[config.mk]
export PLATFORM = sky130hd
export DESIGN_NAME = irq_dma_prio_top
export DESIGN_NICKNAME = d
export VERILOG_FILES = /design/src/rtl/irq_prio_pkg.sv /design/src/rtl/irq_prio_select.sv /design/src/rtl/irq_level_reg.sv /design/src/rtl/irq_vector_reg.sv /design/src/rtl/irq_dma_prio_top.sv
export SDC_FILE = /design/constraint.sdc
export NUM_CORES = 1
export LEC_CHECK = 0
export ABC_AREA = 0
export BUFFER_PORTS_ARGS = -buffer_cell sky130_fd_sc_hd__buf_4
export CAP_MARGIN = 20
export CORE_MARGIN = 4
export CORE_UTILIZATION = 42
export DETAILED_ROUTE_END_ITERATION = 6
export PLACE_DENSITY = 0.94
export SKIP_CTS_REPAIR_TIMING = 1
export SYNTH_ARGS = -nofsm -noshare
export SYNTH_HDL_FRONTEND = slang
export SYNTH_SLANG_ARGS = --single-unit
[constraint.sdc]
create_clock -name clk -period 3.1 [get_ports clk]
set_clock_uncertainty 0.05 [all_clocks]
set_input_delay 0.465 -clock clk [delete_from_list [all_inputs] [get_ports clk]]
set_output_delay 0.465 -clock clk [all_outputs]
set_load 0.01 [all_outputs]
[src/rtl/irq_prio_pkg.sv]
package irq_prio_pkg;
    localparam int NUM_SRC   = 6;
    localparam int NUM_GRP   = 4;
    localparam int REG_W     = 8;
    localparam int LVL_W     = 3;
    localparam int CODE_W    = 2;
    localparam int BASE_W    = REG_W - CODE_W - 1;
    localparam logic [REG_W-1:0] LVL_RESET = 8'h10;
    localparam logic [LVL_W-1:0] LVL_MUTE  = '1;

    typedef enum logic [2:0] {
        SRC_TXDMA = 3'd0,
        SRC_RXDMA = 3'd1,
        SRC_ERR   = 3'd2,
        SRC_EOD   = 3'd3,
        SRC_RXRDY = 3'd4,
        SRC_TXRDY = 3'd5
    } src_e;

    typedef struct packed {
        logic valid;
        src_e src;
    } win_t;

    function automatic logic is_event(input src_e s);
        return (s != SRC_TXDMA) && (s != SRC_RXDMA);
    endfunction

    function automatic logic [CODE_W-1:0] group_code(input src_e s);
        case (s)
            SRC_ERR:   return 2'b00;
            SRC_EOD:   return 2'b01;
            SRC_RXRDY: return 2'b10;
            default:   return 2'b11;
        endcase
    endfunction

    // rank 0 is the most urgent
    function automatic src_e rank_to_src(input int rank, input logic susp);
        if (susp) begin
            case (rank)
                0: return SRC_ERR;
                1: return SRC_TXDMA;
                2: return SRC_RXDMA;
                3: return SRC_EOD;
                4: return SRC_RXRDY;
                default: return SRC_TXRDY;
            endcase
        end
        return src_e'(rank[2:0]);
    endfunction
endpackage

[src/rtl/irq_prio_select.sv]
module irq_prio_select
    import irq_prio_pkg::*;
#(
    parameter int N = NUM_SRC
) (
    input  logic [N-1:0] pend,
    input  logic         susp,
    input  logic         mute,
    output win_t         win,
    output logic [N-1:0] grant
);
    always_comb begin
        win = '{valid: 1'b0, src: SRC_TXDMA};
        for (int r = N - 1; r >= 0; r--) begin
            if (pend[rank_to_src(r, susp)]) begin
                win.valid = 1'b1;
                win.src   = rank_to_src(r, susp);
            end
        end
        if (mute) win.valid = 1'b0;
    end

    for (genvar g = 0; g < N; g++) begin : g_grant
        assign grant[g] = win.valid && (win.src == src_e'(g));
    end
endmodule

[src/rtl/irq_level_reg.sv]
module irq_level_reg
    import irq_prio_pkg::*;
#(
    parameter int W = REG_W,
    parameter logic [W-1:0] RST_VAL = LVL_RESET
) (
    input  logic         clk,
    input  logic         rst,
    input  logic         wr_en,
    input  logic [W-1:0] wr_data,
    output logic [W-1:0] q
);
    always_ff @(posedge clk) begin
        if (rst)        q <= RST_VAL;
        else if (wr_en) q <= wr_data;
    end
endmodule

[src/rtl/irq_vector_reg.sv]
module irq_vector_reg
    import irq_prio_pkg::*;
(
    input  logic             clk,
    input  logic             rst,
    input  logic             wr_en,
    input  logic [REG_W-1:0] wr_data,
    input  logic             ack,
    input  win_t             win,
    output logic [REG_W-1:0] vec
);
    logic [BASE_W-1:0] base_q;
    logic [CODE_W-1:0] code_q;

    always_ff @(posedge clk) begin
        if (rst) begin
            base_q <= '0;
            code_q <= '0;
        end else begin
            if (wr_en) base_q <= wr_data[REG_W-1 -: BASE_W];
            if (ack && win.valid && is_event(win.src))
                code_q <= group_code(win.src);
        end
    end

    assign vec = {base_q, code_q, 1'b0};
endmodule

[src/rtl/irq_dma_prio_top.sv]
module irq_dma_prio_top
    import irq_prio_pkg::*;
(
    input  logic             clk,
    input  logic             rst,
    input  logic             susp_mode,
    input  logic             tx_dma_req,
    input  logic             rx_dma_req,
    input  logic [3:0]       evt_req,
    input  logic             ack,
    input  logic             lvl_wr_en,
    input  logic [7:0]       lvl_wr_data,
    input  logic             vec_wr_en,
    input  logic [7:0]       vec_wr_data,
    output logic             req_valid,
    output logic [5:0]       grant,
    output logic [2:0]       prio_level,
    output logic [7:0]       level_q,
    output logic [7:0]       vector
);
    win_t               win;
    logic [NUM_SRC-1:0] pend;

    assign pend = {evt_req, rx_dma_req, tx_dma_req};

    irq_level_reg u_level (
        .clk     (clk),
        .rst     (rst),
        .wr_en   (lvl_wr_en),
        .wr_data (lvl_wr_data),
        .q       (level_q)
    );

    assign prio_level = level_q[REG_W-1 -: LVL_W];

    irq_prio_select #(.N(NUM_SRC)) u_sel (
        .pend  (pend),
        .susp  (susp_mode),
        .mute  (prio_level == LVL_MUTE),
        .win   (win),
        .grant (grant)
    );

    assign req_valid = win.valid;

    irq_vector_reg u_vec (
        .clk     (clk),
        .rst     (rst),
        .wr_en   (vec_wr_en),
        .wr_data (vec_wr_data),
        .ack     (ack),
        .win     (win),
        .vec     (vector)
    );
endmodule

==> results.md <==
- Initial antenna violation count: 0
- First-iteration detailed-routing DRC count: 10
- Net count reported at finish: ~160
- Grt ovf: 0
- Std cell rows: 14
- DRT antenna net count: 0
- Clock Sinks: 15
- Main combinational cell family by area after synthesis: simple AND/OR/NAND/NOR gates
- Simple-gate share of the synthesized area: 0.233
- GPL Wtd Cong: approximately 0.73
- Drt wl/cell: approximately 14 um
- Kind of critical path: in2out
- Die width: between 40 and 50 um
- Total track usage: 0.164
- Antenna cells: 0
- Core Region: between 0.0015 and 0.002 mm2
- Most frequent cell on the critical path: buf_4
- Yosys reg bits: 15
- Root Buffer Master: clkbuf_4
- Max frequency: ~0.51 GHz
- Reg clk slew, reported paths: roughly 0.090 ns
- Cell area after synthesis: roughly 730 um2
- Multiplexer area fraction after synthesis: 0.164
- Setup-failing EPs final: 0
- Worst path cell trace: buf_4 -> nor3b_2 -> o31ai_2 -> nand2b_1 -> a21oi_1 -> buf_4
- CP Launch Type: input port
- Ports: 54
- Worst skew pair latency: approximately 0.28 ns
- Largest net degree at the start of global routing: 16
- Xor/xnor share of the synthesized area: 0
- Final WL: roughly 2.0 mm
- Layout area overhead: 50.8%
- Vias: 752
- CTS buffer count: 3
- WP data required: 2.58 ns
- Vias per cell: slightly above 5
- Hold WC Path Type: in2reg
- Peak VDD IR: 0.000327 V
- Critical Path Max Stage Delay: around 0.32 ns
- Initial Utilization: 0.466
- DP HPWL: about 1.6 mm
- Max Buffers Root-to-Sink: 2
- Sum Neg Setup Slack: 0 ns
- Post-synthesis cell count: 83
- Final hold vios: 0
- Min Tclk post-route: 1.98 ns
- Die Area: 0.00248 mm2
- Crit-path max FO: 4
- Synthesized Nets: ~110
- First-pass GRT wire length: around 3.2 mm
- Core Util, Final: 0.702
- Sequential fraction of the synthesis area: 0.409
- Final Max Tran Viols: 0
- Layout cells sized above 1: 0.450
- Power Total: between 400 and 500 uW
- DR DRC count: 0
- Critical Path AT: 1.46 ns
- Port Buffers: approximately 50
- Die Span Y: between 40 and 50 um
- First-pass DRT Iterations: 4
- Crit end category: output port
- Post-Synth Adder-Cell Area: 0
- Slowest cell on crit path: o31ai_2
- Avg Cell Area, Syn: just under 9 um2
- Synth Area in Compound Gates: 0.131
- H-tree Lvls: 1
- Pwr per Cell Area: about 380 mW/mm2
- Total of max-cap violations: 0
- Lkg Pwr: about 0.00055 uW
- Final worst-path cycle share: 0.637
- Outcome: finished clean
- Number of global-route vias before repair: between 700 and 800
- Library cells used by synthesis: 26
- RSZ-0062 raised after global routing: no
- Ys Warns: 0
- CTS tree: yes
[area by class of cell]
type                    instances  area [um2]
clock buffers                   3        22.5
clock inverters                 1        5.00
fillers                       122         469
multi-input cells              61         392
flip-flops and latches         15         300
well taps                      16        20.0
repair buffers                 49         368
[cells in the mapped netlist]
cell type  count  area share
nand2_1        3       0.015
or3_1          2       0.017
and3_1         1      0.0085
nor2b_1        3       0.026
nor3b_2        1       0.017
o21ai_2        1       0.012
nor4_2         1       0.017
o21ai_0        3       0.020
clkbuf_1       2       0.010
nor3_1         1      0.0068
a21oi_1        4       0.027
o31ai_2        1       0.017
nand3_1        1      0.0068
nor2_1        18       0.092
buf_2          1      0.0068
nand3b_1       1       0.010
mux2i_1       12        0.16
dfxtp_1       15        0.41
a22oi_1        2       0.020
or2_0          1      0.0085
a21oi_2        1       0.012
nand2b_1       1      0.0085
a211o_1        1       0.012
conb_1         1      0.0051
o21bai_1       1       0.010
buf_4          4       0.041
[kinds of logic after synthesis]
| kind of cell | after synthesis |
|---|---|
| simple gates | 34 |
| flops | 15 |
| compound gates | 14 |
| mux | 12 |
| buf+inv | 7 |
| other cells | 1 |
[power breakdown]
| part | total (uW) | leakage (uW) | switching, uW | internal, uW |
|---|---|---|---|---|
| logic | 105 | 0.000413 | 47.2 | 57.4 |
| registers | 211 | 0.000124 | 7.07 | 203 |
| clock network | 109 | 0.0000177 | 60.7 | 47.9 |
[per-layer routing]
layer  track usage  vias up  wire [um]
met5             0        -          0
met4        0.0829        0         33
met3        0.0512        4        245
met2         0.282       47        928
met1         0.180      328        766
li1              -      373          -
[path summary, 6_finish.rpt]
| check | from | slack (ns) | end | cells after the start |
|---|---|---|---|---|
| worst min register to register | u_vec.code_q[1] | 0.45 | u_vec.code_q[1] | 2 |
| worst max-delay path | evt_req[3] | 1.12 | grant[1] | 6 |
| worst max register to register | u_level.q[7] | 1.92 | u_vec.code_q[0] | 4 |
| worst min-delay path | lvl_wr_data[4] | 0.34 | u_level.q[4] | 2 |
[layout by cell type (no fill, tap or decap), drive strengths merged, types with 2 or more instances in the layout]
cell and instances:
a21oi 5, a22oi 2, buf 49, clkbuf 3
dfxtp 15, mux2i 12, nand2 3, nor2 18
nor2b 3, o21ai 4, or3 2
[worst max-delay path: cells and delay by family]
kind	cells	cell delay, ns
compound gates	2	0.37
buf+inv	2	0.27
simple gates	2	0.35
[per-stage QoR]
stage	cell area, um2	setup slack (ns)	hold slack, ns	std cells
floorplan	734	1.37	0.442	83
global placement	1080	1.15	0.423	141
detailed placement	1080	1.12	0.433	141
CTS	1110	1.12	0.333	145
global route	1110	1.06	0.330	145
finish	1110	1.12	0.341	145
[registers in the layout, indices dropped and copies added, names as in the netlist]
name	flops
u_vec.code_q	2
u_level.q	8
u_vec.base_q	5
Power figures use the tool's default switching activity.
